## config.mk

```make
export PLATFORM = sky130hd
export DESIGN_NAME = npc_sequencer
export DESIGN_NICKNAME = d
export VERILOG_FILES = /design/src/rtl/npc_pkg.sv /design/src/rtl/npc_target_calc.sv /design/src/rtl/npc_next_select.sv /design/src/rtl/npc_sequencer.sv
export SDC_FILE = /design/constraint.sdc
export NUM_CORES = 1
export LEC_CHECK = 0
export BUFFER_PORTS_ARGS = -buffer_cell sky130_fd_sc_hd__buf_2
export CAP_MARGIN = 5
export CORE_ASPECT_RATIO = 1.4
export CORE_MARGIN = 2
export CORE_UTILIZATION = 30
export CTS_BUF_LIST = sky130_fd_sc_hd__clkbuf_8 sky130_fd_sc_hd__clkbuf_16
export DETAILED_ROUTE_END_ITERATION = 12
export PLACE_DENSITY = 0.57
export SLEW_MARGIN = 20
export SYNTH_ARGS = -nofsm -noshare
export SYNTH_HDL_FRONTEND = slang
export SYNTH_SLANG_ARGS = --single-unit
```

## constraint.sdc

```tcl
create_clock -name clk -period 10.21 [get_ports clk]
set_input_delay 0 -clock clk [delete_from_list [all_inputs] [get_ports clk]]
set_output_delay 0 -clock clk [all_outputs]
set_load 0.03 [all_outputs]
```

## src/rtl/npc_pkg.sv

```systemverilog
// Package: shared encodings for the next-PC unit.
// Assumes the decoder delivers the transfer class as a 3-bit code.
package npc_pkg;

    typedef enum logic [2:0] {
        XFER_NONE = 3'd0,
        XFER_BR   = 3'd1,
        XFER_BRL  = 3'd2,
        XFER_JDIR = 3'd3,
        XFER_JREG = 3'd4
    } xfer_e;

    // True for classes that redirect the flow and may link.
    function automatic logic is_transfer(input xfer_e k);
        return (k == XFER_BR) || (k == XFER_BRL) || (k == XFER_JDIR) || (k == XFER_JREG);
    endfunction

endpackage

```

## src/rtl/npc_target_calc.sv

```systemverilog
// Module: computes the three candidate targets from the current PC and the
// instruction fields. Purely combinational.
// Assumes XLEN > JT_W + 2 and XLEN > OFF_W + 2.
module npc_target_calc #(
    parameter int unsigned XLEN       = 32,
    parameter int unsigned OFF_W      = 16,
    parameter int unsigned JT_W       = 26,
    parameter int unsigned INSN_BYTES = 4
) (
    input  logic [XLEN-1:0]  cur_pc,
    input  logic [OFF_W-1:0] offset,
    input  logic [JT_W-1:0]  jfield,
    input  logic [XLEN-1:0]  reg_op,
    output logic [XLEN-1:0]  br_tgt,
    output logic [XLEN-1:0]  jdir_tgt,
    output logic [XLEN-1:0]  jreg_tgt
);
    localparam int unsigned DISP_W = OFF_W + 2;
    localparam int unsigned EXT_W  = XLEN - DISP_W;
    localparam int unsigned HI_W   = XLEN - JT_W - 2;
    localparam logic [XLEN-1:0] STEP = XLEN'(INSN_BYTES);

    logic [XLEN-1:0] disp;

    // Word offset to byte displacement, sign taken from the top offset bit.
    always_comb disp = {{EXT_W{offset[OFF_W-1]}}, offset, 2'b00};

    // Branch target relative to the address after the branch.
    always_comb br_tgt = cur_pc + STEP + disp;

    // Direct jump stays inside the current address region.
    always_comb jdir_tgt = {cur_pc[XLEN-1 -: HI_W], jfield, 2'b00};

    // Register jump takes the operand unchanged.
    always_comb jreg_tgt = reg_op;

endmodule

```

## src/rtl/npc_next_select.sv

```systemverilog
// Module: chooses the next PC triple and the side-band pulses for one
// accepted instruction. Purely combinational; holds everything when go is low.
// Assumes targets from npc_target_calc and a decoded class code.
module npc_next_select
    import npc_pkg::*;
#(
    parameter int unsigned XLEN       = 32,
    parameter int unsigned INSN_BYTES = 4
) (
    input  logic            go,
    input  logic [2:0]      kind,
    input  logic            link_req,
    input  logic            cond_true,
    input  logic [XLEN-1:0] cur_pc,
    input  logic [XLEN-1:0] nxt_pc,
    input  logic [XLEN-1:0] nn_pc,
    input  logic [XLEN-1:0] br_tgt,
    input  logic [XLEN-1:0] jdir_tgt,
    input  logic [XLEN-1:0] jreg_tgt,
    output logic [XLEN-1:0] n_cur,
    output logic [XLEN-1:0] n_nxt,
    output logic [XLEN-1:0] n_nn,
    output logic            link_fire,
    output logic            annul_fire,
    output logic [1:0]      n_lsb
);
    localparam logic [XLEN-1:0] STEP  = XLEN'(INSN_BYTES);
    localparam logic [XLEN-1:0] STEP2 = XLEN'(2 * INSN_BYTES);

    xfer_e k;

    // Map the raw code onto the class enum; unknown codes act as none.
    always_comb begin
        case (kind)
            3'd1:    k = XFER_BR;
            3'd2:    k = XFER_BRL;
            3'd3:    k = XFER_JDIR;
            3'd4:    k = XFER_JREG;
            default: k = XFER_NONE;
        endcase
    end

    // Pick the next triple: sequential step, redirect after slot, or skip.
    always_comb begin
        n_cur      = cur_pc;
        n_nxt      = nxt_pc;
        n_nn       = nn_pc;
        link_fire  = 1'b0;
        annul_fire = 1'b0;
        n_lsb      = 2'b00;
        if (go) begin
            n_cur     = nxt_pc;
            n_nxt     = nn_pc;
            n_nn      = nn_pc + STEP;
            link_fire = link_req && is_transfer(k);
            case (k)
                XFER_BR: begin
                    if (cond_true) begin
                        n_nxt = br_tgt;
                        n_nn  = br_tgt + STEP;
                    end
                end
                XFER_BRL: begin
                    if (cond_true) begin
                        n_nxt = br_tgt;
                        n_nn  = br_tgt + STEP;
                    end else begin
                        n_cur      = nn_pc;
                        n_nxt      = nn_pc + STEP;
                        n_nn       = nn_pc + STEP2;
                        annul_fire = 1'b1;
                    end
                end
                XFER_JDIR: begin
                    n_nxt = jdir_tgt;
                    n_nn  = jdir_tgt + STEP;
                end
                XFER_JREG: begin
                    n_nxt = jreg_tgt;
                    n_nn  = jreg_tgt + STEP;
                    n_lsb = jreg_tgt[1:0];
                end
                default: ;
            endcase
        end
    end

endmodule

```

## src/rtl/npc_sequencer.sv

```systemverilog
// Module: top of the delay-slot next-PC unit. Holds the registered PC
// triple and the side-band outputs; accepts one instruction per cycle
// when in_valid is high and stall is low.
// Assumes a synchronous active-low reset and a 4-byte instruction size.
module npc_sequencer #(
    parameter int unsigned XLEN       = 32,
    parameter int unsigned OFF_W      = 16,
    parameter int unsigned JT_W       = 26,
    parameter int unsigned INSN_BYTES = 4,
    parameter logic [31:0] RESET_VEC  = 32'hBFC0_0000
) (
    input  logic              clk,
    input  logic              rst_n,
    input  logic              in_valid,
    input  logic              stall,
    input  logic [2:0]        xfer_kind,
    input  logic              link_req,
    input  logic [OFF_W-1:0]  imm16,
    input  logic [JT_W-1:0]   jfield,
    input  logic              cond_true,
    input  logic [XLEN-1:0]   reg_operand,
    output logic [XLEN-1:0]   pc_cur,
    output logic [XLEN-1:0]   pc_nxt,
    output logic [XLEN-1:0]   pc_nn,
    output logic              link_we,
    output logic [XLEN-1:0]   link_data,
    output logic              annul_slot,
    output logic [1:0]        reg_tgt_lsb
);
    localparam logic [XLEN-1:0] STEP = XLEN'(INSN_BYTES);
    localparam logic [XLEN-1:0] RV   = XLEN'(RESET_VEC);

    logic            go;
    logic [XLEN-1:0] br_tgt, jdir_tgt, jreg_tgt;
    logic [XLEN-1:0] n_cur, n_nxt, n_nn;
    logic            link_fire, annul_fire;
    logic [1:0]      n_lsb;

    // Accept the instruction only when presented and not frozen.
    always_comb go = in_valid && !stall;

    npc_target_calc #(
        .XLEN(XLEN), .OFF_W(OFF_W), .JT_W(JT_W), .INSN_BYTES(INSN_BYTES)
    ) u_tgt (
        .cur_pc   (pc_cur),
        .offset   (imm16),
        .jfield   (jfield),
        .reg_op   (reg_operand),
        .br_tgt   (br_tgt),
        .jdir_tgt (jdir_tgt),
        .jreg_tgt (jreg_tgt)
    );

    npc_next_select #(
        .XLEN(XLEN), .INSN_BYTES(INSN_BYTES)
    ) u_sel (
        .go         (go),
        .kind       (xfer_kind),
        .link_req   (link_req),
        .cond_true  (cond_true),
        .cur_pc     (pc_cur),
        .nxt_pc     (pc_nxt),
        .nn_pc      (pc_nn),
        .br_tgt     (br_tgt),
        .jdir_tgt   (jdir_tgt),
        .jreg_tgt   (jreg_tgt),
        .n_cur      (n_cur),
        .n_nxt      (n_nxt),
        .n_nn       (n_nn),
        .link_fire  (link_fire),
        .annul_fire (annul_fire),
        .n_lsb      (n_lsb)
    );

    // PC triple register: reset vector sequence, else the selected triple.
    always_ff @(posedge clk) begin
        if (!rst_n) begin
            pc_cur <= RV;
            pc_nxt <= RV + STEP;
            pc_nn  <= RV + STEP + STEP;
        end else begin
            pc_cur <= n_cur;
            pc_nxt <= n_nxt;
            pc_nn  <= n_nn;
        end
    end

    // One-cycle pulses for link write and slot annul.
    always_ff @(posedge clk) begin
        if (!rst_n) begin
            link_we    <= 1'b0;
            annul_slot <= 1'b0;
        end else begin
            link_we    <= link_fire;
            annul_slot <= annul_fire;
        end
    end

    // Return address capture and alignment bits, held between updates.
    always_ff @(posedge clk) begin
        if (!rst_n) begin
            link_data   <= '0;
            reg_tgt_lsb <= 2'b00;
        end else begin
            if (link_fire) link_data <= pc_nn;
            if (go)        reg_tgt_lsb <= n_lsb;
        end
    end

    // ---------------- assertions ----------------
    AST_RESET_QUIET: assert property (@(posedge clk)
        !rst_n |=> (!link_we && !annul_slot));

    AST_SEQ_ADVANCE: assert property (@(posedge clk) disable iff (!rst_n)
        (go && (xfer_kind == 3'd0 || (xfer_kind == 3'd1 && !cond_true)))
        |=> (pc_nn == $past(pc_nn) + STEP));

    AST_SLOT_RUNS: assert property (@(posedge clk) disable iff (!rst_n)
        (go && (xfer_kind == 3'd1 || xfer_kind == 3'd3 || xfer_kind == 3'd4 ||
                (xfer_kind == 3'd2 && cond_true)))
        |=> (pc_cur == $past(pc_nxt)));

    AST_LINK_PAST_SLOT: assert property (@(posedge clk) disable iff (!rst_n)
        link_we |-> (link_data == $past(pc_nn)));

    AST_ANNUL_SKIPS: assert property (@(posedge clk) disable iff (!rst_n)
        annul_slot |-> (pc_cur == $past(pc_nn)));

    AST_HOLD_WHEN_IDLE: assert property (@(posedge clk) disable iff (!rst_n)
        !go |=> ($stable(pc_cur) && $stable(pc_nxt) && $stable(pc_nn) &&
                 !link_we && !annul_slot));

endmodule

```

==> Word level (Yosys, flattened, before mapping) <==
Cells that the tools add are included.
{ "totals": {"ff_bits": 132, "input_bits": 83, "wordCells": 41} }
{ "op_classes": {"add_sub_neg": 7, "n_eq_ne": 8, "mux": 12, "reduce_logical": 7} }
{ "op_table": {"columns": ["op", "n"], "rows": [
  ["32-bit case mux with 4 select lines", 2],
  ["32-bit 2-to-1 mux", 6],
  ["32-bit by 3-bit adder with 32-bit output, second input constant", 5],
  ["32-bit adder", 1],
  ["32-bit by 4-bit adder with 32-bit output, second input constant", 1],
  ["3-bit by 2-bit equality test with 1-bit output, second input constant", 4],
  ["3-bit case mux with 4 select lines", 1],
  ["3-bit by 1-bit equality test with 1-bit output, second input constant", 2],
  ["3-bit equality test, second input constant", 2],
  ["1-bit logical OR", 3],
  ["3-bit AND reduction", 1],
  ["1-bit logical AND", 2],
  ["1-bit 2-to-1 mux", 2],
  ["2-bit 2-to-1 mux", 1],
  ["1-bit zero test", 1]
]} }

==> Logic depth before layout (Yosys ltp) <==
{ "depth": {"ltp_word": 8, "ltp_mapped": 17} }

==> Cells and area by module <==
A second synthesis with hierarchy kept.
{ "unflattened": {"cells_unflattened": 1859, "hier_area_um2": 13466.7} }
{ "modules_own_cells": {"columns": ["module", "instances", "cells_each", "area_per_inst_um2", "seq_area_each_um2"], "rows": [
  ["npc_next_select", 1, 1222, 7090.6, 0.0],
  ["npc_sequencer", 1, 319, 3938.8, 2642.5],
  ["npc_target_calc", 1, 318, 2437.3, 0.0]
]} }

==> Worst setup path after synthesis <==
OpenSTA, ideal clock, no wires.
{ "synth_timing": {"kind": "register to register", "start": "register pc_cur[3]", "end": "register pc_nn[27]", "setup_ns": 0.141, "t_arrival_ns": 3.767, "t_required_ns": 10.069, "path_slack_ns": 6.302, "path_stages_with_launch": 14, "path_buffers": 0, "synth_period_minus_slack_ns": 3.908, "path_cell_list": "dfxtp_1 -> ha_1 -> ha_1 -> fa_1 -> nand3_1 -> nand2_1 -> xnor2_1 -> nand3_1 -> or4_1 -> nor4_4 -> nand3_1 -> xnor2_1 -> a2111oi_0 -> o211ai_1"} }
{ "synth_between": {"elab_chain_len": 5, "elab_cells_between_ends": 6} }
{ "synth_rtl": {"columns": ["item", "line_no", "source"], "rows": [
  ["start, declared", "npc_sequencer.sv:22", "output logic [XLEN-1:0] pc_cur,"],
  ["start signal, assigned", "npc_sequencer.sv:82", "pc_cur <= n_cur;"],
  ["32-bit by 3-bit adder with 32-bit output *", "npc_target_calc.sv:29", "always_comb br_tgt = cur_pc + STEP + disp;"],
  ["32-bit adder *", "npc_target_calc.sv:29", null],
  ["32-bit by 3-bit adder with 32-bit output *", "npc_next_select.sv:60, npc_next_select.sv:66", null],
  ["32-bit 2-to-1 mux, on equally long branches", "npc_next_select.sv:64, npc_next_select.sv:58", null],
  ["32-bit case mux with 4 select lines *", "npc_next_select.sv:56", "case (k)"],
  ["end signal, assigned", "npc_sequencer.sv:80", "pc_nn <= RV + STEP + STEP;"],
  ["end signal, assigned", "npc_sequencer.sv:84", "pc_nn <= n_nn;"],
  ["end, declared", "npc_sequencer.sv:24", "output logic [XLEN-1:0] pc_nn,"]
]} }
Mark *: on every way between the ends. The rest lies on a longest branch, timed or not.
A chain may end at the register's enable or synchronous reset.

==> Final worst setup path <==
Ends and elaborated chain as after synthesis.

==> results.md <==
- Final nets: 1,974
- Total negative slack: 0 ps
- Cell Area, Synth: 12,100 um2
- Prevailing post-synth register cell: dfxtp_1
- Vias in the first global route: between 10,000 and 15,000
- Drt pass-1 iters: 5
- Syn Area/Cell: about 7.0 um2
- Worst Path Required: around 11,000 ps
- Final hold vios: 0
- Setup crit end kind: register
- Max cap viols: 0
- PostCTS Resize Cnt: 0
- Syn Inst Count: around 1,700
- Clk slew on worst S/H paths: ~60 ps
- Register bit total from synthesis: about 130
- Post-DRT Antenna Nets: 0
- Share of layout cells above drive strength 1: 16.6%
- Post-Syn Nets: roughly 1,900
- Slew Limit Headroom: approximately a quarter
- Tightest Hold Check Type: in2reg
- Final GP Congestion: between 0.9 and 1
- Max Freq: ~230 MHz
- Tcrit/Tclk final: a little over two fifths
- YS warnings: 0
- Core area: approximately 40,000 um2
- Initial antenna violation count: 0
- Bufs on Longest Clock Path: 2
- First-pass GRT wire length: roughly 76,000 um
- CP startpoint: pc_cur[3]
- Io pins: ~220
- RSZ-0062 raised after global routing: false
- P_leak: roughly 5.5 nW
- Post-synth EDFFs: 0
- Layout Skew: ~14 ps
- Dpl hpwl: about 37,000 um
- Post-CTS repair timing setup buffer count: 0
- Worst R2R Start: pc_cur[3]
- Part of the Yosys area used for sequential elements: ~22%
- Layout area overhead: 17.0%
- Grt total ovfl: 0
- CP Capture Point: pc_nn[27]
- Reg-to-Reg End: pc_nn[27]
- Row count: between 80 and 90
- CTS sink cnt: 132
- Power after layout: ~0.0019 W
- CTS tree: yes
- Worst-Skew Late Latency: roughly 460 ps
- Vias per inst: 5.72
- Hold-fix buffers, CTS: 6
- Die Y: 242 um
- Max VDD drop: ~0.11 mV
- Detailed-route via count: around 14,000
- Initial DRC count: 1,226
- Number of port buffers: 214
- Cells on worst reg2reg path: 13
- Number of antenna diodes: 0
- Post-Route WL: ~50,000 um
- Final Slew Violations: 0
- Count of cell types in the netlist: approximately 90
- Residual DRC: 0
- Setup-failing EPs final: 0
- Wire per inst: 21.1 um
- Worst slew pin tran: between 1000 and 1500 ps
- H-tree levels: 4
- Power Dens Cells: between 100 and 150 nW/um2
- Critical setup path kind: reg2reg
- Post-synth ARST share: 0%
- Num CTS Buffers: 17
- Run status: finished clean
- Largest net degree at the start of global routing: 89
- Initial Util: between 30 and 40%
- Root buf cell: clkbuf_16
- Total die area: between 40,000 and 50,000 um2
- Gr usage total: roughly 23%
- Startpoint Class: register
- Clock period minus worst slack: ~4300 ps
- Die width: ~170 um
- Reg2reg setup slack: about 6000 ps
- Arrival time at the worst endpoint: ~4600 ps
- Worst-path maximum fanout: 5
[layer usage]
metal | track usage [%] | vias to the layer above | routed length [um]
li1 | - | 6522 | -
met1 | 29.8 | 6390 | 21200
met2 | 37.9 | 599 | 23500
met3 | 4.64 | 78 | 4050
met4 | 7.79 | 0 | 1300
met5 | 0 | - | 0
[cell usage in the layout, fill, tap and decap left out, types with 21 or more instances in the layout]
master / n
nand2_1: 295
buf_2: 214
a21oi_1: 176
dfxtp_1: 132
nor2_1: 123
o21ai_0: 106
ha_1: 61
xnor2_1: 56
nand3_1: 45
nor3_1: 44
xor2_1: 43
o22ai_1: 39
a21boi_0: 35
a311oi_1: 32
mux2i_1: 29
o211ai_1: 28
inv_1: 23
nand4_1: 21
[per-stage QoR]
step	instances	utilization [%]	hold slack, ps	worst slack [ps]	area (um2)
global route	2376	35.4	63.0	5680	14200
floorplan	1721	-	156	6300	12100
global placement	2338	33.6	285	6140	13500
detailed placement	2338	33.6	300	5970	13500
finish	2376	35.4	50.8	5880	14200
CTS	2376	35.4	23.4	5960	14200
[cells in the mapped netlist (18+ instances only)]
| cell | number | area share (%) |
|---|---|---|
| a21oi_1 | 176 | 7.3 |
| dfxtp_1 | 132 | 22 |
| o22ai_1 | 39 | 2.0 |
| a311oi_1 | 32 | 2.3 |
| clkbuf_1 | 133 | 4.1 |
| ha_1 | 61 | 6.3 |
| o21ai_0 | 106 | 4.4 |
| inv_1 | 19 | 0.59 |
| nand4_1 | 21 | 1.1 |
| nor2_1 | 126 | 3.9 |
| xnor2_1 | 57 | 4.1 |
| mux2i_1 | 29 | 2.4 |
| nand2_1 | 296 | 9.2 |
| a211oi_1 | 20 | 1.2 |
| o221ai_1 | 18 | 1.3 |
| o211ai_1 | 28 | 1.7 |
| nand3_1 | 45 | 1.9 |
| a21boi_0 | 35 | 2.2 |
| xor2_1 | 43 | 3.1 |
| nor3_1 | 44 | 1.8 |
[power by group]
group          switching (W)  internal [W]
Clock               0.000261      0.000467
Combinational       0.000393      0.000205
Sequential         0.0000481      0.000541
Total               0.000703       0.00121
[logic make-up (layout without fill, tap and decap cells)]
kind of cell,after synthesis,after routing,share of synthesized area [%]
DFF,132,132,21.8
AOI/OAI and AO/OA,587,587,31.7
muxes,29,29,2.39
adders and majority gates,62,62,6.46
buffers and inverters,171,292,5.56
xor gates and xnor gates,101,101,7.36
and+or+nand+nor,639,639,24.7
[sequential cells by signal, summed over array words and instances, names as in the netlist]
signal       count
annul_slot       1
pc_cur          32
link_data       32
pc_nxt          32
link_we          1
reg_tgt_lsb      2
pc_nn           32
[critical path, cell delays in order (launching register included)]
cell and delay (ps):
dfxtp_1 320, ha_1 270, ha_1 240, fa_1 460, nand3_1 190, nand2_1 90
xnor2_1 410, nand3_1 270, or4_1 670, nor4_4 360, nand3_1 160, xnor2_1 160
a2111oi_0 420, o211ai_1 140
[worst min path at each step]
stage,endpoint,cells past startpoint,slack (ps),startpoint
2_1_floorplan,reg_tgt_lsb[1],2,160,reg_operand[1]
3_3_place_gp,reg_tgt_lsb[0],3,280,reg_operand[0]
3_5_place_dp,reg_tgt_lsb[1],3,300,reg_operand[1]
4_1_cts,pc_nn[2],4,20,reg_operand[2]
5_1_grt,pc_nn[20],3,60,in_valid
6_report,pc_nn[2],4,50,reg_operand[2]
[area by class of cell]
cell class | count | area [um2]
clock buffer | 19 | 453
clock inverter | 13 | 214
fill | 4384 | 25900
inverter | 20 | 75.1
multi-input combinational | 1418 | 8840
sequential | 132 | 2640
tap | 534 | 668
timing repair buffer | 240 | 1280
(Power assumes the default switching activity.)
